==> src/rtl/sdo_pkg.sv <==
package sdo_pkg;
   typedef enum logic [1:0] {
      ST_IDLE  = 2'd0,
      ST_SHIFT = 2'd1,
      ST_FIN   = 2'd2,
      ST_HAND  = 2'd3
   } port_state_t;

   localparam int STAT_MARK_BIT = 7;
   localparam int STAT_ERR_BIT  = 6;
endpackage

==> src/rtl/sdo_sync.sv <==
module sdo_sync #(
   parameter int STAGES = 2
) (
   input  logic clk,
   input  logic rst_n,
   input  logic d,
   output logic rise
);
   logic [STAGES-1:0] pipe;
   logic              last;

   for (genvar i = 0; i < STAGES; i++) begin : g_stage
      if (i == 0) begin : g_first
         always_ff @(posedge clk) begin
            if (!rst_n) pipe[0] <= 1'b0;
            else        pipe[0] <= d;
         end
      end else begin : g_next
         always_ff @(posedge clk) begin
            if (!rst_n) pipe[i] <= 1'b0;
            else        pipe[i] <= pipe[i-1];
         end
      end
   end

   always_ff @(posedge clk) begin
      if (!rst_n) last <= 1'b0;
      else        last <= pipe[STAGES-1];
   end

   assign rise = pipe[STAGES-1] & ~last;
endmodule

==> src/rtl/sdo_fifo.sv <==
module sdo_fifo #(
   parameter int W     = 32,
   parameter int DEPTH = 4
) (
   input  logic         clk,
   input  logic         rst_n,
   input  logic         push,
   input  logic [W-1:0] din,
   input  logic         pop,
   output logic [W-1:0] dout,
   output logic         empty,
   output logic         full,
   output logic         ovf
);
   localparam int PTR_W = (DEPTH > 1) ? $clog2(DEPTH) : 1;
   localparam int CNT_W = $clog2(DEPTH + 1);
   localparam bit POW2  = (DEPTH == (1 << PTR_W));

   logic [W-1:0]     mem [DEPTH];
   logic [PTR_W-1:0] wr_ptr, rd_ptr, wr_nxt, rd_nxt;
   logic [CNT_W-1:0] count;
   logic             do_push, do_pop;

   assign empty   = (count == '0);
   assign full    = (count == CNT_W'(DEPTH));
   assign do_push = push && !full;
   assign do_pop  = pop && !empty;
   assign dout    = mem[rd_ptr];

   if (POW2) begin : g_wrap_free
      assign wr_nxt = wr_ptr + 1'b1;
      assign rd_nxt = rd_ptr + 1'b1;
   end else begin : g_wrap_cmp
      assign wr_nxt = (wr_ptr == PTR_W'(DEPTH - 1)) ? '0 : wr_ptr + 1'b1;
      assign rd_nxt = (rd_ptr == PTR_W'(DEPTH - 1)) ? '0 : rd_ptr + 1'b1;
   end

   always_ff @(posedge clk) begin
      if (do_push) mem[wr_ptr] <= din;
   end

   always_ff @(posedge clk) begin
      if (!rst_n) begin
         wr_ptr <= '0;
         rd_ptr <= '0;
         count  <= '0;
         ovf    <= 1'b0;
      end else begin
         if (do_push) wr_ptr <= wr_nxt;
         if (do_pop)  rd_ptr <= rd_nxt;
         case ({do_push, do_pop})
            2'b10:   count <= count + 1'b1;
            2'b01:   count <= count - 1'b1;
            default: count <= count;
         endcase
         if (push && full) ovf <= 1'b1;
      end
   end
endmodule

==> src/rtl/sdo_status.sv <==
module sdo_status
   import sdo_pkg::*;
#(
   parameter int SAMPLE_W = 24,
   parameter int STAT_W   = 8,
   parameter int CHAN     = 4,
   parameter int DLY_W    = 8,
   localparam int CH_W    = $clog2(CHAN),
   localparam int WORD_W  = STAT_W + SAMPLE_W
) (
   input  logic                clk,
   input  logic                rst_n,
   input  logic                push_valid,
   input  logic [CH_W-1:0]     push_chan,
   input  logic [SAMPLE_W-1:0] push_data,
   input  logic [CHAN-1:0]     chan_err,
   input  logic                tb_in,
   input  logic [DLY_W-1:0]    tb_delay,
   output logic [WORD_W-1:0]   word
);
   logic             tb_prev, tb_rise;
   logic             armed, mark_set, mark_now, set_start, mark_bit;
   logic [DLY_W-1:0] wait_cnt;
   logic [STAT_W-1:0] stat;

   assign tb_rise   = tb_in & ~tb_prev;
   assign set_start = push_valid && (push_chan == '0);
   assign mark_now  = armed && (wait_cnt == '0);
   assign mark_bit  = set_start ? mark_now : mark_set;

   always_ff @(posedge clk) begin
      if (!rst_n) begin
         tb_prev  <= 1'b0;
         armed    <= 1'b0;
         wait_cnt <= '0;
         mark_set <= 1'b0;
      end else begin
         tb_prev <= tb_in;
         if (set_start) begin
            mark_set <= mark_now;
            if (armed && !tb_rise) begin
               if (wait_cnt == '0) armed <= 1'b0;
               else                wait_cnt <= wait_cnt - 1'b1;
            end
         end
         if (tb_rise) begin
            armed    <= 1'b1;
            wait_cnt <= tb_delay;
         end
      end
   end

   always_comb begin
      stat                = '0;
      stat[CH_W-1:0]      = push_chan;
      stat[STAT_ERR_BIT]  = chan_err[push_chan];
      stat[STAT_MARK_BIT] = mark_bit;
   end

   assign word = {stat, push_data};
endmodule

==> src/rtl/sdo_shifter.sv <==
module sdo_shifter
   import sdo_pkg::*;
#(
   parameter int WORD_W = 32
) (
   input  logic              clk,
   input  logic              rst_n,
   input  logic              tok_rise,
   input  logic              ser_rise,
   input  logic              fifo_empty,
   input  logic [WORD_W-1:0] head,
   output logic              fifo_pop,
   output logic              rdy_n,
   output logic              ser_dat,
   output logic              tok_out
);
   localparam int BC_W = $clog2(WORD_W);

   port_state_t       state;
   logic [WORD_W-1:0] sr;
   logic [BC_W-1:0]   bcnt;

   assign fifo_pop = (state == ST_IDLE) && tok_rise && !fifo_empty;

   always_ff @(posedge clk) begin
      if (!rst_n) begin
         state   <= ST_IDLE;
         sr      <= '0;
         bcnt    <= '0;
         rdy_n   <= 1'b1;
         ser_dat <= 1'b0;
         tok_out <= 1'b0;
      end else begin
         tok_out <= 1'b0;
         case (state)
            ST_IDLE: begin
               if (tok_rise) begin
                  if (!fifo_empty) begin
                     sr    <= head;
                     bcnt  <= '0;
                     rdy_n <= 1'b0;
                     state <= ST_SHIFT;
                  end else begin
                     tok_out <= 1'b1;
                  end
               end
            end
            ST_SHIFT: begin
               if (ser_rise) begin
                  ser_dat <= sr[WORD_W-1];
                  sr      <= {sr[WORD_W-2:0], 1'b0};
                  if (bcnt == BC_W'(WORD_W - 1)) state <= ST_FIN;
                  else                           bcnt  <= bcnt + 1'b1;
               end
            end
            ST_FIN: begin
               rdy_n <= 1'b1;
               state <= ST_HAND;
            end
            default: begin
               tok_out <= 1'b1;
               state   <= ST_IDLE;
            end
         endcase
      end
   end
endmodule

==> src/rtl/sdo_token_port.sv <==
module sdo_token_port #(
   parameter int SAMPLE_W    = 24,
   parameter int STAT_W      = 8,
   parameter int DEPTH       = 4,
   parameter int CHAN        = 4,
   parameter int DLY_W       = 8,
   parameter int SYNC_STAGES = 2,
   localparam int CH_W       = $clog2(CHAN),
   localparam int WORD_W     = STAT_W + SAMPLE_W
) (
   input  logic                clk,
   input  logic                rst_n,
   input  logic                push_valid,
   input  logic [CH_W-1:0]     push_chan,
   input  logic [SAMPLE_W-1:0] push_data,
   input  logic [CHAN-1:0]     chan_err,
   input  logic                tb_in,
   input  logic [DLY_W-1:0]    tb_delay,
   input  logic                tok_in,
   input  logic                ser_clk,
   output logic                rdy_n,
   output logic                ser_dat,
   output logic                tok_out,
   output logic                ovf_flag
);
   if (STAT_W < 8 || CH_W > 6) begin : g_bad_stat
      initial $fatal(1, "status byte too narrow for channel field");
   end
   if (DEPTH < 2) begin : g_bad_depth
      initial $fatal(1, "FIFO depth must be at least 2");
   end
   if (CHAN < 2) begin : g_bad_chan
      initial $fatal(1, "at least two channels required");
   end
   if (SYNC_STAGES < 2) begin : g_bad_sync
      initial $fatal(1, "synchronizer needs two or more stages");
   end

   logic              tok_rise, ser_rise;
   logic              fifo_empty, fifo_full, fifo_pop;
   logic [WORD_W-1:0] in_word, head_word;

   sdo_sync #(.STAGES(SYNC_STAGES)) u_tok_sync (
      .clk(clk), .rst_n(rst_n), .d(tok_in), .rise(tok_rise)
   );

   sdo_sync #(.STAGES(SYNC_STAGES)) u_sclk_sync (
      .clk(clk), .rst_n(rst_n), .d(ser_clk), .rise(ser_rise)
   );

   sdo_status #(
      .SAMPLE_W(SAMPLE_W), .STAT_W(STAT_W), .CHAN(CHAN), .DLY_W(DLY_W)
   ) u_status (
      .clk(clk), .rst_n(rst_n), .push_valid(push_valid), .push_chan(push_chan),
      .push_data(push_data), .chan_err(chan_err), .tb_in(tb_in),
      .tb_delay(tb_delay), .word(in_word)
   );

   sdo_fifo #(.W(WORD_W), .DEPTH(DEPTH)) u_fifo (
      .clk(clk), .rst_n(rst_n), .push(push_valid), .din(in_word),
      .pop(fifo_pop), .dout(head_word), .empty(fifo_empty),
      .full(fifo_full), .ovf(ovf_flag)
   );

   sdo_shifter #(.WORD_W(WORD_W)) u_shift (
      .clk(clk), .rst_n(rst_n), .tok_rise(tok_rise), .ser_rise(ser_rise),
      .fifo_empty(fifo_empty), .head(head_word), .fifo_pop(fifo_pop),
      .rdy_n(rdy_n), .ser_dat(ser_dat), .tok_out(tok_out)
   );
endmodule

==> config.mk <==
export PLATFORM = sky130hd
export DESIGN_NAME = sdo_token_port
export DESIGN_NICKNAME = d
export VERILOG_FILES = /design/src/rtl/sdo_pkg.sv /design/src/rtl/sdo_sync.sv /design/src/rtl/sdo_fifo.sv /design/src/rtl/sdo_status.sv /design/src/rtl/sdo_shifter.sv /design/src/rtl/sdo_token_port.sv
export SDC_FILE = /design/constraint.sdc
export NUM_CORES = 1
export LEC_CHECK = 0
export ABC_AREA = 0
export ABC_CLOCK_PERIOD_IN_PS = 2300
export BUFFER_PORTS_ARGS = -buffer_cell sky130_fd_sc_hd__clkbuf_2
export CORE_ASPECT_RATIO = 0.7
export CORE_UTILIZATION = 50
export CTS_CLUSTER_DIAMETER = 40
export DETAILED_ROUTE_END_ITERATION = 10
export PLACE_DENSITY = 0.67
export RECOVER_POWER = 25
export SYNTH_ARGS = -nofsm -noshare
export SYNTH_HDL_FRONTEND = slang
export SYNTH_SLANG_ARGS = --single-unit
==> constraint.sdc <==
create_clock -name clk -period 2.3 [get_ports clk]
set_input_delay 0.345 -clock clk [delete_from_list [all_inputs] [get_ports clk]]
set_output_delay 0.345 -clock clk [all_outputs]
set_load 0.005 [all_outputs]
* Yosys cells after proc, flatten, opt, wreduce, memory -nomap -nowiden
Memory sizes are Yosys's and may differ from the RTL's. A register that Yosys moved wholly into a read port is not among the register bits.
Index checks and enable logic that the tools add are counted.
** Cells by class
- Bitwise gates (word level) :: 6
- Equal/unequal tests :: 12
- $lt $le $gt $ge :: 1
- Reduce and logical (&&, ||, !) cells :: 29
- Add/subtract/negate cells :: 6
- Mux-type cells :: 36
** Operators by type and width (number)
- 2-to-1 mux 32 bit :: 3
- case mux 32 bit (2 select lines) :: 1
- 2-to-1 mux 8 bit :: 4
- 2-to-1 mux 5 bit :: 4
- 2-to-1 mux 1 bit :: 12
- 2-to-1 mux 2 bit :: 6
- nonzero test 2 bit :: 6
- case mux 5 bit (2 select lines) :: 1
- AND reduction 3 bit :: 3
- logical AND 1 bit :: 8
- logical NOT 8 bit :: 1
- AND reduction 4 bit :: 2
- subtractor 8 x 1 -> 8 bit (second input constant) :: 1
- inequality test 2 x 1 -> 1 bit (second input constant) :: 3
- inequality test 2 bit (second input constant) :: 3
- case mux 2 bit (3 select lines) :: 1
- case mux 3 bit (2 select lines) :: 1
- adder 5 x 1 -> 5 bit (second input constant) :: 1
- equality test 5 bit (second input constant) :: 1
- AND reduction 5 bit :: 1
- adder 2 x 1 -> 2 bit (second input constant) :: 2
- equality test 2 x 1 -> 1 bit (second input constant) :: 2
- equality test 2 bit (second input constant) :: 2
- logical NOT 2 bit :: 2
- 12 further kinds :: 19
** Word-level totals
- Register bits :: 67
- Bits of input ports :: 44
- Word-level logic and storage cells :: 111
- Memories kept :: 1
- RAM bits :: 112
- Output and inout bits :: 4
** Memories
- u_fifo.mem :: depth 4, width 28, rd ports 1, clocked after Yosys merged registers in 1, write ports 1, line sdo_fifo.sv:19 : logic [W-1:0] mem [DEPTH];

* Longest topological paths before layout
Gate-level depths: netlist of run 1.
- Depth after elaboration :: 7
- Gate-level depth with buffers :: 10
- Gate-level depth less buffers :: 9

* Hierarchy
Synthesis of run 1 repeated with hierarchy kept, for this count alone.
** Unflattened totals
- Cell total of the unflattened synthesis :: 557
- Area, all modules :: 8408.1 µm²
** By module, submodules not included
- sdo_fifo :: sequential area each 4043.9 µm², instances 1, area each 5176.2 µm², cells an instance 224
- sdo_shifter :: sequential area each 840.8 µm², instances 1, area each 2144.6 µm², cells an instance 212
- sdo_status :: sequential area each 220.2 µm², instances 1, area each 902.1 µm², cells an instance 107
- sdo_sync :: sequential area each 60.1 µm², instances 2, area each 92.6 µm², cells an instance 7

* Worst setup path before layout of run 1
Ideal clock, no wire load.
- Path kind :: reg-to-reg
- Start :: register u_shift.state[0]
- End :: register u_fifo.count[2]
- Library setup time :: 0.071 ns
- Cell stages (with the launch flop) :: 11
- Data arrival time :: 2.254 ns
- Setup slack :: -0.025 ns
- Buffers on the path :: 1
- Required time :: 2.229 ns
- Clock period less this slack :: 2.325 ns
- Cell sequence :: dfxtp_1 inv_1 ha_1 buf_4 and3_1 ha_1 inv_1 fa_1 xor2_1 or3_1 a21oi_1
** On the way
- Longest elaborated chain between the ends :: 6
- Elaborated cells between the ends (all ways) :: 8
- Those cells by class :: eq/ne (2); mux (1); reduce/logical (5)
** Ends and longest elaborated chain
- start, declared :: line sdo_shifter.sv:19 : port_state_t state;
- start signal, assigned :: line sdo_shifter.sv:27 : state <= ST_IDLE;
- start signal, assigned :: line sdo_shifter.sv:42 : state <= ST_SHIFT;
- start signal, assigned :: line sdo_shifter.sv:52 : if (bcnt == BC_W'(WORD_W - 1)) state <= ST_FIN;
- logical NOT 2 bit (*) :: line sdo_shifter.sv:23 : assign fifo_pop = (state == ST_IDLE) && tok_rise && !fifo_empty;
- logical AND 1 bit (*) (2 in a row) :: line sdo_shifter.sv:23
- logical AND 1 bit (*) :: line sdo_fifo.sv:27 : assign do_pop = pop && !empty;
- via u_fifo.do_pop :: line sdo_fifo.sv:22 : logic do_push, do_pop;
- equality test 2 x 1 -> 1 bit / equality test 2 bit (equally long branches) :: line sdo_fifo.sv:51 : case ({do_push, do_pop})
- case mux 3 bit (2 select lines) / nonzero test 2 bit (equally long branches)
- end signal, assigned :: line sdo_fifo.sv:52 : 2'b10: count <= count + 1'b1;
- end signal, assigned :: line sdo_fifo.sv:53 : 2'b01: count <= count - 1'b1;
- end signal, assigned :: line sdo_fifo.sv:54 : default: count <= count;
- end, declared :: line sdo_fifo.sv:21 : logic [CNT_W-1:0] count;
The timed path passes the listed nets; every way through them passes the cells marked *.
A chain may end at the register's enable or synchronous reset.

* Final worst setup path of run 1
- Start :: register u_shift.state[0]
- End :: register u_shift.bcnt[2]
** On the way
- Longest elaborated chain between the ends :: 3
- Elaborated cells between the ends (all ways) :: 9
- Those cells by class :: eq/ne (5); mux (1); reduce/logical (3)
** Ends and longest elaborated chain
- equality test 2 x 1 -> 1 bit / logical NOT 2 bit (equally long branches) :: line sdo_shifter.sv:35 : case (state)
- inequality test 2 bit (no source line) (tied with other cells)
- AND reduction 5 bit (no source line)
- end signal, assigned :: line sdo_shifter.sv:53 : else bcnt <= bcnt + 1'b1;
- end, declared :: line sdo_shifter.sv:21 : logic [BC_W-1:0] bcnt;
Several ways; a longest one is shown, not always the timed one.

==> results of run 1 <==
## routing by layer
layer,global-route usage (%),vias to the layer above
met5,0,-
met2,31.3,94
li1,-,2203
met3,4.08,12
met1,28.3,2253
met4,7.45,0
## timing repair
item                                    4_1_cts  5_1_grt
endpoints found under the setup margin        0       27
setup buffers                                 0        0
resized for setup                             0        6
## stage by stage
step / util [%] / worst slack, ps
after floorplan: - / 53.1
after global placement: 56.4 / 186
after detailed placement: 56.4 / 101
after CTS: 60.7 / 75.6
after global routing: 60.8 / 2.82
final: 60.8 / 147
## state kept, by name, summed over array words and instances, names as in the netlist, named ones only
name / count
u_fifo.wr_ptr: 2
u_shift.tok_out: 1
u_tok_sync.last: 1
u_shift.rdy_n: 1
u_shift.state: 2
u_sclk_sync.last: 1
u_fifo.rd_ptr: 2
u_shift.ser_dat: 1
u_shift.sr: 32
u_sclk_sync.pipe: 2
u_shift.bcnt: 5
u_status.mark_set: 1
u_fifo.mem: 112
u_fifo.ovf: 1
u_status.wait_cnt: 8
u_status.armed: 1
u_fifo.count: 3
u_status.tb_prev: 1
u_tok_sync.pipe: 2
## layout make-up
type	instances	area [um2]	area share, %
Sequential cell	181	4750	55.4
Clock inverter	11	159	1.86
Tap cell	190	238	2.78
Timing Repair Buffer	69	487	5.68
Multi-Input combinational cell	326	2430	28.4
Inverter	14	52.6	0.613
Clock buffer	21	450	5.26
## cells by family (layout without fill, tap and decap cells)
| family | count (synthesis) | in the layout | share of synthesized area [%] |
|---|---|---|---|
| XOR/XNOR | 8 | 8 | 0.956 |
| adder cells (fa/ha/maj) | 13 | 13 | 2.32 |
| flip-flops | 181 | 181 | 64.7 |
| buffers and inverters | 45 | 115 | 2.68 |
| AND/OR/NAND/NOR | 88 | 88 | 7.70 |
| multiplexers | 60 | 60 | 8.60 |
| AO/OA/AOI/OAI | 156 | 157 | 13.0 |
## critical path: stages, from the launching register on
cell and delay (ps):
dfxtp_1 330, inv_1 90, ha_2 180, buf_4 250, nor4b_4 620, a221oi_4 80
buf_4 200, a211o_1 290, nand2_1 60
## worst max path at each step
stage	depth (start not counted)	to	slack (ps)
after global placement	8	u_fifo.count[2]	190
after detailed placement	8	u_fifo.count[2]	100
after CTS	8	u_fifo.count[2]	80
final	8	u_shift.bcnt[2]	150
after floorplan	10	u_fifo.count[2]	50
after global routing	8	u_fifo.count[2]	3
## synth_stat cells, drive strengths merged (2+ instances only)
library cell / number / area (um2)
a32oi: 5 / 43.8
nand3b: 3 / 22.5
xnor2: 4 / 35.0
clkbuf: 15 / 56.3
inv: 14 / 52.6
and3b: 2 / 17.5
and2: 14 / 87.6
a22oi: 27 / 203
a211oi: 2 / 15.0
buf: 16 / 87.6
dfxtp: 69 / 1380
xor2: 4 / 35.0
a221oi: 3 / 61.3
nor2b: 2 / 12.5
nor4b: 2 / 38.8
nand3: 2 / 10.0
nand2b: 4 / 35.0
edfxtp: 112 / 3360
nor3: 5 / 25.0
o21ai: 65 / 325
ha: 12 / 150
mux4: 2 / 48.8
nand2: 10 / 37.5
or3: 4 / 30.0
a21oi: 39 / 195
nand4: 4 / 25.0
and3: 2 / 12.5
nor2: 24 / 90.1
o31ai: 2 / 15.0
nand4bb: 2 / 38.8
mux2i: 57 / 571
nand4b: 2 / 17.5
a31oi: 5 / 31.3
## power by group
group          switching (uW)  internal (uW)
logic                     558            360
registers                96.8           3670
clock network            1180           1840
==> reports/qor.csv, run 1 <==
stage,metric,value,unit
logic_synthesis,seq_area_frac_synth,64.7,%
cells_and_area,layout_commonest_cell,edfxtp_1,
sta,relSlewSlack,46.5,%
logic_synthesis,synth-edff-count,112,
clocking,path_clk_slew,60,ps
worst_setup_path,reg2reg_to,u_shift.bcnt[2],
global_routing,grt_max_degree,30,
worst_setup_path,setup.worst_path.start,u_shift.state[0],
placed_design,gp_congestion,0.825,
clocking,ctsHoldBuffers,0,
routing,wl_per_cell,17.9,um
cells_and_area,fillers,1099,
cells_and_area,nets,666,
worst_setup_path,crit_arrival,2520,ps
worst_setup_path,path_max_fanout,15,
power,peakVddDrop,516,uV
logic_synthesis,synth_seq_cells,181,
worst_setup_path,rr_worst_depth,8,
cells_and_area,layout_common_cells,"112 x edfxtp_1, 65 x dfxtp_1, 57 x mux2i_1, 56 x o21ai_0, 39 x a21oi_1",
sta,tightest_slew,802,ps
routing,drc,0,
floorplanning,dieArea,0.0152,mm2
routing,wl_met3,635,um
routing,vias,4562,
hold_path,holdPathEnd,u_sclk_sync.pipe[0],
sta,finalCritPeriodShare,93.6,%
global_routing,grt_pass1_wl,23100,um
worst_setup_path,worst_setup_path_end_kind,register,
cells_and_area,final_cell_area,0.00857,mm2
routing,ant_nets,0,
worst_setup_path,path_class,register to register,
floorplanning,initial_core_util,52.0,%
routing,highest_layer,met4,
clocking,insertion_delay,420,ps
routing,drt_iter0_markers,307,
routing,viasPerCell,5.62,
global_routing,overflow,0,
placed_design,dp.cells,779,
global_routing,grt_usage,20.1,%
job,maxCapViolations,0,
placed_design,dp_hpwl,8650,um
sta,setup_viol,0,
clocking,clock_path_buffers,2,
cells_and_area,n_antenna_cell,0,
power,powerDensity,899,mW/mm2
floorplanning,rows,36,
clocking,cts_tree,yes,
power,p_leak,0.00293,uW
routing,drtPass1Iterations,5,
logic_synthesis,syn_inst,551,
sta,rsz0062_at_grt,false,
logic_synthesis,ys_types,58,
global_routing,grt_pass1_vias,4408,
worst_setup_path,start_kind,register,
hold_path,min-delay-start,ser_clk,
cells_and_area,fin_cells,812,
logic_synthesis,syn_avg_cell_area,13.3,um2
placed_design,io_buffers,47,
global_routing,antenna_found_initial,0,
clocking,numCtsBuffers,17,
floorplanning,die_width,147,um
sta,fin_setup_tns,0,ps
hold_path,hold-path-cell-count,2,
clocking,cts.sinks,181,
power,total_power,7700,uW
cells_and_area,areaGrowthSynthToFinish,16.8,%
sta,holdWs,125,ps
logic_synthesis,ys.flop_type,edfxtp_1,
sta,drv_slew,0,
logic_synthesis,synth_nets,608,
sta,max_freq,0.464,GHz
worst_setup_path,cp_data_required_time,2660,ps
placed_design,dpl_cell_area,0.00795,mm2
floorplanning,die_h,103,um
outcome,status,"complete, no violations",
routing,wirelength_met1,7140,um
cells_and_area,drive_above_1_share,15.4,%
sta,hold_viol_final,0,
clocking,clockRootBuffer,clkbuf_16,
logic_synthesis,synthArstFlopShare,0,%
routing,wl_met2,6620,um
hold_path,holdCritPathClass,primary input to register,
logic_synthesis,syn-cell-area,0.00733,mm2
floorplanning,core-area,0.0141,mm2
routing,routed_wl,14600,um
sta,fin_crit,2150,ps
clocking,cts_max_level,4,
sta,finClkSkew,6.05,ps
worst_setup_path,regToRegSetupSlack,150,ps
worst_setup_path,r2r-start,u_shift.state[0],
floorplanning,ios,48,
logic_synthesis,yosysWarnings,0,
Note: power is estimated with default switching activity, not from simulation.
==> inputs of run 2 (changes only) <==
CORE_UTILIZATION = 54   (was 50)
PLACE_DENSITY = 0.72   (was 0.67)
==> run 2 against run 1 <==
Effect of this change: total power down 2.0%; die area down 7.3%; fmax down 2.6%; clock-buffer cell count down 2; critical path depth up 1; sequential power about the same; first-iteration DRC count up 36%; cell area down 0.53%; highest routed layer unchanged.
==> reports/qor.csv, run 2 (same netlist as run 1, synthesis figures left out) <==
stage,metric,value,unit,change
outcome,status,"complete, no violations",,
hold_path,holdPathEnd,u_tok_sync.pipe[0],,
floorplanning,dieArea,0.0141,mm2,-7.3%
global_routing,grt_pass1_vias,4520,,+2.5%
sta,relSlewSlack,50.5,%,+4.0 points
sta,max_freq,0.452,GHz,-2.6%
routing,ant_nets,0,,unchanged
cells_and_area,layout_commonest_cell,edfxtp_1,,
global_routing,grt_pass1_wl,22500,um,-2.6%
global_routing,grt_usage,21.1,%,+1.0 points
sta,drv_slew,0,,unchanged
routing,vias,4605,,+0.94%
floorplanning,core-area,0.0132,mm2,-6.5%
routing,viasPerCell,5.71,,+1.7%
floorplanning,die_h,99.5,um,-3.7%
clocking,insertion_delay,430,ps,about the same
routing,drc,0,,unchanged
hold_path,min-delay-start,tok_in,,
floorplanning,ios,48,,unchanged
worst_setup_path,rr_worst_depth,9,,+1
worst_setup_path,crit_arrival,2570,ps,+50 ps
worst_setup_path,start_kind,register,,
clocking,numCtsBuffers,17,,unchanged
power,powerDensity,885,mW/mm2,-1.5%
worst_setup_path,regToRegSetupSlack,90,ps,-60 ps
clocking,clockRootBuffer,clkbuf_16,,
cells_and_area,areaGrowthSynthToFinish,16.2,%,
cells_and_area,largestRegisters,"u_fifo.mem: 112 flops, u_shift.sr: 32 flops, u_status.wait_cnt: 8 flops",,
floorplanning,die_width,141,um,-3.7%
routing,wl_per_cell,17.7,um,-1.2%
clocking,path_clk_slew,70,ps,about the same
power,p_leak,0.00289,uW,-1.2%
job,maxCapViolations,0,,unchanged
placed_design,io_buffers,47,,unchanged
global_routing,antenna_found_initial,0,,unchanged
global_routing,grt_max_degree,30,,unchanged
clocking,cts.sinks,181,,unchanged
sta,fin_setup_tns,0,ps,unchanged
sta,setup_viol,0,,unchanged
cells_and_area,n_antenna_cell,0,,unchanged
clocking,ctsHoldBuffers,0,,unchanged
clocking,cts_max_level,4,,unchanged
sta,finClkSkew,18.4,ps,+12.4 ps
sta,setup_ws,88.5,ps,-58.6 ps
clocking,post_cts.repair.setup_buffers,0,,unchanged
placed_design,place_ws,100,ps,-0.787 ps
clocking,cts_tree,yes,,
power,power_switching,1890,uW,+3.0%
cells_and_area,drive_above_1_share,15.5,%,+0.025 points
cells_and_area,regMostFlops,u_fifo.mem,,
sta,rsz0062_at_grt,true,,
worst_setup_path,reg2reg_to,u_fifo.count[2],,
power,p_seq_share,49.9,%,+1.0 points
worst_setup_path,path_class,register to register,,
worst_setup_path,setup.worst_path.start,u_shift.state[0],,
power,p_sw_share,25.0,%,+1.2 points
sta,fin_crit,2210,ps,+58.6 ps
worst_setup_path,cp_data_required_time,2660,ps,about the same
placed_design,dp_hpwl,8520,um,-1.5%
worst_setup_path,worst_setup_path_end_kind,register,,
cells_and_area,nets,665,,-0.15%
worst_setup_path,path_max_fanout,6,,-9
sta,tightest_slew,739,ps,-63.1 ps
hold_path,hold-path-cell-count,2,,unchanged
floorplanning,initial_core_util,55.6,%,+3.6 points
sta,finalCritPeriodShare,96.2,%,+2.5 points
power,peakVddDrop,637,uV,+23%
global_routing,overflow,0,,unchanged
power,internal_power,5650,uW,-3.6%
power,combPwrFrac,12.4,%,+0.5 points
worst_setup_path,r2r-start,u_shift.state[0],,
sta,holdWs,134,ps,+8.81 ps
clocking,clock_path_buffers,2,,unchanged
hold_path,holdCritPathClass,primary input to register,,
cells_and_area,fillers,994,,-9.6%
cells_and_area,largest_reg_flops,112,,unchanged
routing,routed_wl,14300,um,-2.0%
cells_and_area,layout_common_cells,"112 x edfxtp_1, 67 x dfxtp_1, 57 x mux2i_1, 56 x o21ai_0, 39 x a21oi_1",,
placed_design,gp_congestion,0.800,,-2.9%
power,clkPwrFrac,37.6,%,-1.6 points
sta,hold_viol_final,0,,unchanged
routing,drtPass1Iterations,5,,unchanged
floorplanning,rows,35,,-2.8%
routing,drt_iter0_markers,419,,+36%
-- run 2: cell count changes in the layout (fill, tap and decap cells not counted), sizes merged --
cell	previous run	this run
clkinv	6	2
buf	22	21
bufinv	4	2
clkbuf	68	66
clkinvlp	1	4
inv	14	19
-- run 2: power by group through the flow --
| stage | Sequential (uW) | Combinational [uW] | Clock, uW |
|---|---|---|---|
| after floorplan | 3810 | 585 | 0 |
| after global placement | 3820 | 872 | 0 |
| after detailed placement | 3830 | 902 | 0 |
| after CTS | 3760 | 913 | 2880 |
| after global routing | 3780 | 1030 | 3020 |
| final | 3760 | 938 | 2840 |
-- run 2: area by class of cell --
class | count | area, um2 | area share, %
flip-flops and latches | 181 | 4750 | 55.7
inverters | 14 | 52.6 | 0.617
multi-input cells | 326 | 2430 | 28.5
well taps | 185 | 231 | 2.72
clock buffers | 19 | 433 | 5.08
clock inverters | 13 | 148 | 1.73
repair buffers | 68 | 479 | 5.62
-- run 2: repair_timing --
item,CTS,global route
gates cloned,0,1
endpoints found under the setup margin,1,27
gates resized for setup,1,3
pin swaps,0,1
-- run 2: per-layer routing --
layer / global-route usage, % / up-vias / routed length, um
met2: 34.4 / 111 / 6790
met1: 28.2 / 2269 / 6750
met5: 0 / - / 0
met3: 4.48 / 12 / 607
li1: - / 2213 / -
met4: 7.69 / 0 / 133
-- run 2: critical path, stage by stage, from the launching register on --
cell and delay (ps):
dfxtp_1 340, inv_1 90, ha_2 240, and3_1 210, ha_1 210, inv_1 70, fa_1 370, xor2_1 170
or3_1 310, a21oi_1 140
-- run 2: worst max-delay path by stage --
stage	endpoint	slack, ps	cells past startpoint
detailed placement	u_shift.sr[22]	100	6
finish	u_fifo.count[2]	90	9
global route	u_fifo.count[2]	-30	8
floorplan	u_fifo.count[2]	50	10
global placement	u_fifo.count[2]	200	8
CTS	u_shift.sr[25]	40	7
-- run 2: metrics by stage --
step	std cells	cell area [um2]	power (uW)	utilization, %
detailed placement	773	7930	4730	60.2
CTS	805	8520	7550	64.6
floorplan	551	7330	4390	-
global placement	773	7930	4690	60.2
global route	806	8520	7830	64.6
finish	806	8520	7540	64.6
==> inputs of run 3 (changes only) <==
PLACE_DENSITY = 0.85   (was 0.72)
==> run 3 against run 2 <==
Effect of this change: clock power grew 5%; utilization shrank 0.25 points; die area is the same; critical path type unchanged; critical endpoint is now u_shift.sr[2].
==> reports/qor.csv, run 3 (same netlist as run 1, synthesis figures left out) <==
stage,metric,value,unit,change
outcome,status,"complete, no violations",,
hold_path,min-delay-start,ser_clk,,
job,maxCapViolations,0,,unchanged
cells_and_area,nets,660,,-0.75%
placed_design,place_ws,38.0,ps,-62.2 ps
worst_setup_path,worst_setup_path_end_kind,register,,
power,peakVddDrop,713,uV,+12%
global_routing,grt_max_degree,56,,+87%
worst_setup_path,rr_worst_depth,7,,-2
global_routing,antenna_found_initial,0,,unchanged
routing,wl_per_cell,19.3,um,+8.9%
global_routing,use_met3,4.77,%,+0.29 points
cells_and_area,regMostFlops,u_fifo.mem,,
clocking,clock_path_buffers,2,,unchanged
sta,tightest_slew,720,ps,-19.1 ps
routing,vias,4674,,+1.5%
floorplanning,rows,35,,unchanged
routing,drtPass1Iterations,5,,unchanged
worst_setup_path,crit_arrival,2500,ps,-70 ps
global_routing,grtUsageMet1,29.0,%,+0.82 points
clocking,clockRootBuffer,clkbuf_16,,
sta,finalCritPeriodShare,96.0,%,-0.18 points
power,p_seq_share,49.2,%,-0.7 points
clocking,cts_tree,yes,,
power,combPwrFrac,11.9,%,-0.5 points
worst_setup_path,reg2reg_to,u_shift.sr[2],,
sta,relSlewSlack,52.0,%,+1.5 points
hold_path,hold-path-cell-count,2,,unchanged
clocking,numCtsBuffers,17,,unchanged
cells_and_area,areaGrowthSynthToFinish,15.8,%,
cells_and_area,largest_reg_flops,112,,unchanged
hold_path,holdPathEnd,u_sclk_sync.pipe[0],,
sta,setup_ws,92.6,ps,+4.13 ps
cells_and_area,layout_common_cells,"112 x edfxtp_1, 66 x dfxtp_1, 57 x mux2i_1, 56 x o21ai_0, 39 x a21oi_1",,
cells_and_area,fillers,940,,-5.4%
worst_setup_path,start_kind,register,,
routing,routed_wl,15400,um,+8.0%
floorplanning,initial_core_util,55.6,%,unchanged
clocking,cts.sinks,181,,unchanged
power,powerDensity,904,mW/mm2,+2.2%
clocking,path_clk_slew,70,ps,about the same
global_routing,overflow,0,,unchanged
clocking,cts_max_level,4,,unchanged
routing,ant_nets,0,,unchanged
sta,drv_slew,0,,unchanged
worst_setup_path,path_max_fanout,15,,+9
sta,hold_viol_final,0,,unchanged
routing,drc,0,,unchanged
power,clkPwrFrac,38.9,%,+1.3 points
placed_design,io_buffers,47,,unchanged
cells_and_area,largestRegisters,"u_fifo.mem: 112 flops, u_shift.sr: 32 flops, u_status.wait_cnt: 8 flops",,
cells_and_area,final_core_util,64.4,%,-0.25 points
sta,setup_viol,0,,unchanged
floorplanning,die_h,99.5,um,unchanged
worst_setup_path,setup.worst_path.start,u_shift.state[0],,
worst_setup_path,r2r-start,u_shift.state[0],,
cells_and_area,drive_above_1_share,15.1,%,-0.34 points
power,p_sw_share,24.3,%,-0.78 points
floorplanning,dieArea,0.0141,mm2,unchanged
power,power_switching,1860,uW,-1.4%
global_routing,grt_usage,22.6,%,+1.5 points
sta,fin_crit,2210,ps,-4.13 ps
floorplanning,core-area,0.0132,mm2,unchanged
routing,drt_iter0_markers,397,,-5.3%
global_routing,grt_pass1_wl,23800,um,+6.0%
worst_setup_path,regToRegSetupSlack,90,ps,about the same
floorplanning,die_width,141,um,unchanged
cells_and_area,layout_commonest_cell,edfxtp_1,,
cells_and_area,n_antenna_cell,0,,unchanged
floorplanning,ios,48,,unchanged
global_routing,grt_busiest_layer,met2,,
power,p_leak,0.00287,uW,-0.58%
placed_design,gp_congestion,0.804,,+0.50%
sta,finClkSkew,8.78,ps,-9.66 ps
worst_setup_path,path_class,register to register,,
global_routing,grt_use_met2,38.0,%,+3.6 points
power,internal_power,5810,uW,+2.9%
hold_path,holdCritPathClass,primary input to register,,
placed_design,dp_hpwl,8740,um,+2.6%
routing,viasPerCell,5.84,,+2.3%
clocking,insertion_delay,430,ps,about the same
worst_setup_path,cp_data_required_time,2600,ps,-60 ps
sta,max_freq,0.453,GHz,+0.19%
global_routing,grt_pass1_vias,4695,,+3.9%
-- run 3: cell types whose count changed in the layout (fill, tap and decap cells not counted), sizes merged --
| cell | previous run | this run |
|---|---|---|
| buf | 21 | 16 |
| clkinv | 2 | 6 |
| inv | 19 | 15 |
| bufinv | 2 | 4 |
| clkbuf | 66 | 64 |
| clkinvlp | 4 | 3 |
-- run 3: timing repair --
action / 4_1_cts / 5_1_grt
pin swaps: 1 / 2
buffers inserted: 0 / 0
cloned: 0 / 1
gates resized for setup: 0 / 7
hold buffers: 0 / 0
endpoints found under the setup margin: 1 / 28
-- run 3: layout make-up --
cell class                 instances  area (um2)  area share (%)
sequential                       181        4750            55.9
multi-input combinational        326        2440            28.7
clock buffer                      17         425            5.01
timing repair buffer              63         405            4.78
tap                              185         231            2.73
clock inverter                    14         185            2.18
inverter                          14        52.6           0.619
-- run 3: worst max path at each step --
stage                                 end  slack, ps
after global routing        u_shift.sr[2]        -20
after detailed placement    u_shift.sr[2]         40
after global placement    u_fifo.count[2]        200
final                       u_shift.sr[2]         90
after floorplan           u_fifo.count[2]         50
after CTS                 u_fifo.count[2]          8
-- run 3: per-layer routing --
| layer | vias to the layer above | share of wire, % | wire, um |
|---|---|---|---|
| met5 | - | 0 | 0 |
| met4 | 0 | 1.8 | 280 |
| met3 | 26 | 6.1 | 940 |
| met2 | 193 | 48 | 7410 |
| met1 | 2263 | 44 | 6790 |
| li1 | 2192 | - | - |
-- run 3: power by group through the flow --
stage | registers (uW) | clock network, uW | logic (uW)
finish | 3770 | 2990 | 915
global route | 3790 | 3150 | 1000
floorplan | 3810 | 0 | 585
CTS | 3770 | 3010 | 881
global placement | 3820 | 0 | 820
detailed placement | 3830 | 0 | 861
-- run 3: stage by stage --
stage	hold WS, ps	cells	area (um2)	TNS [ps]	total power, uW
after detailed placement	419	768	7860	0	4690
after global routing	111	800	8490	-31.5	7940
after floorplan	412	551	7330	0	4390
after global placement	414	768	7860	0	4640
after CTS	108	799	8470	0	7660
final	117	800	8490	0	7680
-- run 3: critical path, cell delays in order (launching register included) --
cell and delay (ps):
dfxtp_1 330, inv_1 90, ha_2 200, buf_4 260, nor4b_4 630, a221oi_4 200
o21ai_0 290, a21oi_1 70
